===== src/rtl/ocp_pkg.sv =====
package ocp_pkg;
  typedef enum logic [1:0] {
    ST_RUN   = 2'd0,
    ST_LIMIT = 2'd1,
    ST_OFF   = 2'd2,
    ST_HALT  = 2'd3
  } ocp_state_t;
endpackage


===== src/rtl/ocp_sync2.sv =====
module ocp_sync2 (
  input  logic clk,
  input  logic rst,
  input  logic d_in,
  output logic d_out
);
  logic meta_q;
  logic stab_q;

  always_ff @(posedge clk) begin
    if (rst) begin
      meta_q <= 1'b0;
      stab_q <= 1'b0;
    end else begin
      meta_q <= d_in;
      stab_q <= meta_q;
    end
  end

  assign d_out = stab_q;
endmodule


===== src/rtl/ocp_interval_timer.sv =====
module ocp_interval_timer #(
  parameter int CNT_W = 7
) (
  input  logic             clk,
  input  logic             rst,
  input  logic             load,
  input  logic [CNT_W-1:0] load_val,
  input  logic             run,
  input  logic             tick,
  output logic             expire
);
  logic [CNT_W-1:0] cnt_q;

  always_ff @(posedge clk) begin
    if (rst) begin
      cnt_q <= '0;
    end else if (load) begin
      cnt_q <= load_val;
    end else if (run && tick && (cnt_q != '0)) begin
      cnt_q <= cnt_q - 1'b1;
    end
  end

  assign expire = run && tick && (cnt_q == CNT_W'(1));


  load_nonzero_chk: assert property (@(posedge clk) disable iff (rst)
    (load && (load_val != '0)) |=> (cnt_q != '0));
endmodule


===== src/rtl/ocp_hiccup_ctrl.sv =====
module ocp_hiccup_ctrl #(
  parameter int LIMIT_MS = 10,
  parameter int RETRY_MS = 100
) (
  input  logic clk,
  input  logic rst,
  input  logic tick_ms,
  input  logic oc_raw,
  input  logic shutdown,
  output logic limit_active,
  output logic reg_enable,
  output logic fault
);
  import ocp_pkg::*;

  localparam int MAX_MS = (RETRY_MS > LIMIT_MS) ? RETRY_MS : LIMIT_MS;
  localparam int CNT_W  = $clog2(MAX_MS + 1);

  ocp_state_t       state_q, state_d;
  logic             oc_s;
  logic             tmr_load, tmr_run, tmr_exp;
  logic [CNT_W-1:0] tmr_val;

  ocp_sync2 u_sync (
    .clk   (clk),
    .rst   (rst),
    .d_in  (oc_raw),
    .d_out (oc_s)
  );

  always_comb begin
    state_d = state_q;
    if (shutdown) begin
      state_d = ST_HALT;
    end else begin
      case (state_q)
        ST_RUN:   if (oc_s) state_d = ST_LIMIT;
        ST_LIMIT: if (tmr_exp) state_d = oc_s ? ST_OFF : ST_RUN;
        ST_OFF:   if (tmr_exp) state_d = ST_LIMIT;
        default:  state_d = ST_RUN;
      endcase
    end
  end

  assign tmr_run  = (state_q == ST_LIMIT) || (state_q == ST_OFF);
  assign tmr_load = (state_d != state_q) &&
                    ((state_d == ST_LIMIT) || (state_d == ST_OFF));
  assign tmr_val  = (state_d == ST_OFF) ? CNT_W'(RETRY_MS) : CNT_W'(LIMIT_MS);

  ocp_interval_timer #(.CNT_W(CNT_W)) u_timer (
    .clk      (clk),
    .rst      (rst),
    .load     (tmr_load),
    .load_val (tmr_val),
    .run      (tmr_run),
    .tick     (tick_ms),
    .expire   (tmr_exp)
  );

  always_ff @(posedge clk) begin
    if (rst) begin
      state_q      <= ST_RUN;
      limit_active <= 1'b0;
      reg_enable   <= 1'b1;
      fault        <= 1'b0;
    end else begin
      state_q      <= state_d;
      limit_active <= (state_d == ST_LIMIT);
      reg_enable   <= (state_d == ST_RUN) || (state_d == ST_LIMIT);
      fault        <= (state_d == ST_LIMIT) || (state_d == ST_OFF);
    end
  end


  limit_needs_en_chk: assert property (@(posedge clk) disable iff (rst)
    limit_active |-> reg_enable);


  shutdown_off_chk: assert property (@(posedge clk) disable iff (rst)
    shutdown |=> (!reg_enable && !fault && !limit_active));


  off_on_persist_chk: assert property (@(posedge clk) disable iff (rst)
    (!shutdown && state_q == ST_LIMIT && tmr_exp && oc_s) |=> (!reg_enable && fault));


  clear_on_recover_chk: assert property (@(posedge clk) disable iff (rst)
    (!shutdown && state_q == ST_LIMIT && tmr_exp && !oc_s) |=> (reg_enable && !fault));


  retry_reenable_chk: assert property (@(posedge clk) disable iff (rst)
    (!shutdown && state_q == ST_OFF && tmr_exp) |=> (reg_enable && limit_active));
endmodule


===== config.mk =====
export PLATFORM = sky130hd
export DESIGN_NAME = ocp_hiccup_ctrl
export DESIGN_NICKNAME = d
export VERILOG_FILES = /design/src/rtl/ocp_pkg.sv /design/src/rtl/ocp_sync2.sv /design/src/rtl/ocp_interval_timer.sv /design/src/rtl/ocp_hiccup_ctrl.sv
export SDC_FILE = /design/constraint.sdc
export NUM_CORES = 1
export LEC_CHECK = 0
export BUFFER_PORTS_ARGS = -buffer_cell sky130_fd_sc_hd__clkbuf_2
export CAP_MARGIN = 15
export CORE_MARGIN = 2
export CORE_UTILIZATION = 40
export DETAILED_ROUTE_END_ITERATION = 8
export GPL_TIMING_DRIVEN = 0
export SLEW_MARGIN = 20
export SYNTH_ARGS = -nofsm -noshare
export SYNTH_HDL_FRONTEND = slang
export SYNTH_SLANG_ARGS = --single-unit

===== constraint.sdc =====
create_clock -name clk -period 7.36 [get_ports clk]
set_clock_uncertainty 0.2 [all_clocks]
set_input_delay 1.104 -clock clk [delete_from_list [all_inputs] [get_ports clk]]
set_output_delay 1.104 -clock clk [all_outputs]
set_load 0.05 [all_outputs]

# Yosys cells after proc, flatten, opt, wreduce, memory -nomap -nowiden
# Index checks and enable logic that the tools add are counted.
# totals
reg_bits,14
inputBits,5
elab_cells,34
# op_classes
add_sub_neg,1
eq_ne,6
n_mux,9
n_reduce_logical,11
# ops
cell,count
$mux 7,3
$mux 2,5
$eq 7x1->1 const B,1
$reduce_bool 7->1,1
$sub 7x1->7 const B,1
$pmux 2 s3,1
$eq 2x1->1 const B,2
$eq 2x2->1 const B,2
$logic_and 1x1->1,4
$logic_not 2->1,2
$logic_or 1x1->1,3
$ne 2x2->1,1
$reduce_bool 2->1,1

# Logic depth before layout (Yosys ltp)
# depth
ltp_word,11
depth_mapped,9

# Hierarchy
# Synthesis repeated with hierarchy kept, for this count alone.
# unflattened
hier_cells,100
area_unflattened_um2,875.8
# modules_own_cells
mod,instances,cells_each,area_per_inst_um2,seq_area_each_um2
ocp_interval_timer,1,52,434.2,140.1
ocp_hiccup_ctrl,1,44,389.1,100.1
ocp_sync2,1,4,52.6,40.0

# Least setup slack after synthesis
# Ideal clock, no wire load.
# synth_path
path_kind,input to register
startpoint,in tick_ms
endpoint,reg u_timer.cnt_q[1]
t_arrival_ns,2.719
required_time_ns,7.039
path_slack_ns,4.320
path_stages,7
path_buffers,0
cell_sequence,and4b_1 -> and2_2 -> o211ai_2 -> inv_1 -> ha_1 -> a21oi_2 -> mux2_2
# synth_via
elab_chain_len,9
elab_cells_between_ends,15
# synth_rtl
element,line,text
from (decl),ocp_hiccup_ctrl.sv:7,"input logic tick_ms,"
$logic_and 1x1->1 * (2 in series),ocp_interval_timer.sv:24,assign expire = run && tick && (cnt_q == CNT_W'(1));
"$mux 2, on equally long branches","ocp_hiccup_ctrl.sv:39, ocp_hiccup_ctrl.sv:38",
$pmux 2 s3 *,ocp_hiccup_ctrl.sv:36,case (state_q)
$mux 2 *,ocp_hiccup_ctrl.sv:33,if (shutdown) begin
named net state_d[1],ocp_hiccup_ctrl.sv:19,"ocp_state_t state_q, state_d;"
$eq 2x1->1 or $eq 2x2->1 (tied branches),"ocp_hiccup_ctrl.sv:47, ocp_hiccup_ctrl.sv:48",
$logic_or 1x1->1,ocp_hiccup_ctrl.sv:47,((state_d == ST_LIMIT) || (state_d == ST_OFF));
$logic_and 1x1->1,ocp_hiccup_ctrl.sv:46,assign tmr_load = (state_d != state_q) &&
$mux 7 or $reduce_bool 2->1 (tied branches),--,
to (signal assigned),ocp_interval_timer.sv:18,cnt_q <= load_val;
to (signal assigned),ocp_interval_timer.sv:20,cnt_q <= cnt_q - 1'b1;
to (decl),ocp_interval_timer.sv:12,logic [CNT_W-1:0] cnt_q;
# The timed path passes the listed nets; every way through them passes the cells marked *.
# A chain may end at the register's enable or synchronous reset.

# Final worst setup path
# layout_path
startpoint,in tick_ms
endpoint,reg u_timer.cnt_q[3]
# The elaborated chain is that of the path after synthesis.

==> results.sh <==
export IMPL_yosysTopAreaCell="dfxtp_1"
export IMPL_place_gp_congestion=0.785
export IMPL_synth_edf_count=0
export IMPL_wire_per_inst_um=10.8
export IMPL_dp_hpwl_um=1110
export IMPL_cts_sinks=14
export IMPL_dr_pass1_iters=4
export IMPL_cts_max_level=1
export IMPL_die_x_um=50.1
export IMPL_via_count=606
export IMPL_hp_class="register to register"
export IMPL_wl_um=1380
export IMPL_worst_slew_pin_slew_ps=587
export IMPL_preCtsSetupSlack_ps=4000
export IMPL_fin_ws_ps=4300
export IMPL_regToRegSetupSlack_ps=4390
export IMPL_portBuffers=7
export IMPL_clkTransAtPathRegs_ps=80
export IMPL_power_internal_uw=165
export IMPL_p_seq_frac=0.400
export IMPL_synth_cell_types=27
export IMPL_cts_tree="built"
export IMPL_synth_top_cell_area_share=0.330
export IMPL_period_share=0.416
export IMPL_placed_cell_area_um2=918
export IMPL_p_leak_uw=0.000407
export IMPL_drv_slew=0
export IMPL_grt_pass1_vias=596
export IMPL_m1WireLength_um=679
export IMPL_startpoint_type="input port"
export IMPL_whs_endpoint="u_sync.d_out"
export IMPL_grt_overflow_total=0
export IMPL_p_per_area_mw_per_mm2=270
export IMPL_syn_cell_area_um2=850
export IMPL_tns_ps=0
export IMPL_grt_use_total=0.128
export IMPL_p_switching_uw=93.5
export IMPL_min_from="u_sync.meta_q"
export IMPL_clk_path_buf_depth=2
export IMPL_yosys_most_used_dff="dfxtp_1"
export IMPL_clkPwrFrac=0.217
export IMPL_r2r_cells=9
export IMPL_via_per_inst=4.77
export IMPL_avgSynthCellArea_um2=9.55
export IMPL_synth_area_top_cells="dfxtp_1 33%, ha_1 15%, mux2_2 6.6%, nor2_1 4.4%, nor2b_1 4.4%"
export IMPL_cts_made_buffers=3
export IMPL_nets=116
export IMPL_yosysMostFrequentCell="dfxtp_1"
export IMPL_path_class="input port to register"
export IMPL_fillers=201
export IMPL_cap_violations=0
export IMPL_endpoint_kind="register"
export IMPL_rr_endpoint="u_timer.cnt_q[3]"
export IMPL_combPwrFrac=0.383
export IMPL_p_total_uw=258
export IMPL_yosys_warnings=0
export IMPL_synth_seq_cells=14
export IMPL_hold_path_depth=1
export IMPL_fin_area_um2=955
export IMPL_relSlewSlack=0.607
export IMPL_timing_hold_violations_final=0
export IMPL_initial_utilization=0.429
export IMPL_clk_latency_ps=280
export IMPL_wl_met2_um=647
export IMPL_max_clock_freq_mhz=326
export IMPL_ys_seq_area_frac=0.330
export IMPL_die_area_mm2=0.00251
export IMPL_async_reset_ff_frac=0
export IMPL_met3_length_um=30
export IMPL_fp_dieH_um=50.1
export IMPL_root_buffer="clkbuf_4"
export IMPL_crit_required_ps=7340
export IMPL_layout_min_cycle_time_ps=3060
export IMPL_io_pins=8
export IMPL_ir_drop_mv=0.153
export IMPL_ant_nets=0
export IMPL_first_iter_violations=4
export IMPL_drcViolationCount=0
export IMPL_core_mm2=0.00198
export IMPL_synth_common_cells="14 x dfxtp_1, 10 x ha_1, 10 x nor2_1"
export IMPL_grt_pass1_wl_um=2440
export IMPL_rsz0062_at_grt="false"
export IMPL_antenna_cells=0
export IMPL_layout_drive_gt1_share=0.230
export IMPL_cp_arrival_ps=3040
export IMPL_antenna_found_initial=0
export IMPL_cts_resized=0
export IMPL_syn_num_nets=104
export IMPL_r2r_start="state_q[0]"
export IMPL_area_growth_pct=12.4
export IMPL_switching_share=0.362
export IMPL_hold_buffers=0
export IMPL_cp_max_fo=7
export IMPL_setup_viol=0
export IMPL_synthCells=89
export IMPL_fp_row_count=16
export IMPL_highest_layer="met4"
export IMPL_outcome="finished clean"
export IMPL_cts_setup_buffers=0
export IMPL_grt_max_degree=11
==> how the worst max path moves through the flow <==
stage	end	startpoint	slack [ps]
floorplan	u_timer.cnt_q[1]	tick_ms	4320
global placement	u_timer.cnt_q[3]	tick_ms	4010
detailed placement	u_timer.cnt_q[3]	tick_ms	4000
CTS	u_timer.cnt_q[3]	tick_ms	4300
global route	u_timer.cnt_q[3]	tick_ms	4180
finish	u_timer.cnt_q[3]	tick_ms	4300
==> logic make-up after synthesis <==
group,after synthesis,synth area share
muxes,5,0.0663
and+or+nand+nor,33,0.219
buffers and inverters,9,0.0398
DFF,14,0.330
AOI/OAI and AO/OA,10,0.115
xor gates and xnor gates,8,0.0825
adders and majority gates,10,0.147
==> critical path, cell delays in order <==
cell and delay [ps]:
clkbuf_2 90, and4b_1 230, and2_2 230, o211ai_2 220
inv_1 110, ha_1 330, a21oi_2 350, mux2_2 380
==> per-stage QoR <==
stage / utilization / hold WS (ps) / cells
after floorplan: - / 214 / 89
after global placement: 0.463 / 219 / 123
after detailed placement: 0.463 / 224 / 123
after CTS: 0.482 / 244 / 127
after global routing: 0.482 / 265 / 127
final: 0.482 / 240 / 127
==> cell type report <==
cell class,count,area (µm²),area share
multi-input cells,66,536,0.561
flip-flops and latches,14,280,0.294
clock buffers,4,36.3,0.0380
repair buffers,7,35.0,0.0367
well taps,27,33.8,0.0354
inverters,8,30.0,0.0315
plain buffers,1,3.75,0.00393
==> registers in the layout (all words and copies together), names as in the netlist <==
register       flops
u_timer.cnt_q      7
u_sync.d_out       1
reg_enable         1
limit_active       1
state_q            2
fault              1
u_sync.meta_q      1
==> per-layer routing <==
metal / vias to the layer above / GRT usage
met3: 4 / 0.0273
met2: 5 / 0.221
li1: 326 / -
met1: 271 / 0.149
met4: 0 / 0.0556
met5: - / 0
==> power by group through the flow <==
stage,Combinational (µW),Clock [µW],Sequential (µW)
2_1_floorplan,75.4,0,110
3_3_place_gp,98.8,0,104
3_5_place_dp,100,0,105
4_1_cts,101,58.2,103
5_1_grt,110,60.1,105
6_report,98.9,56.0,103
==> cell usage in the layout (no fill, tap or decap) <==
cell,synthesis,layout
a211o_1,1,1
a211oi_1,1,1
a21boi_2,1,1
a21oi_2,1,1
a31oi_1,2,2
and2_2,1,1
and4b_1,1,1
clkbuf_1,1,1
clkbuf_2,0,7
clkbuf_4,0,3
clkbuf_8,0,1
dfxtp_1,14,14
ha_1,10,10
inv_1,8,8
mux2_2,5,5
nand2_1,4,4
nand2b_1,1,1
nand3_1,1,1
nand4_1,2,2
nor2_1,10,10
nor2b_1,6,6
nor3_1,4,4
nor4_4,1,1
o211ai_2,1,1
o21ai_0,2,2
o221ai_4,1,1
or3_1,1,1
or3_2,1,1
xnor2_1,4,4
xor2_1,4,4
No activity file was read; power rests on OpenSTA's default activity.
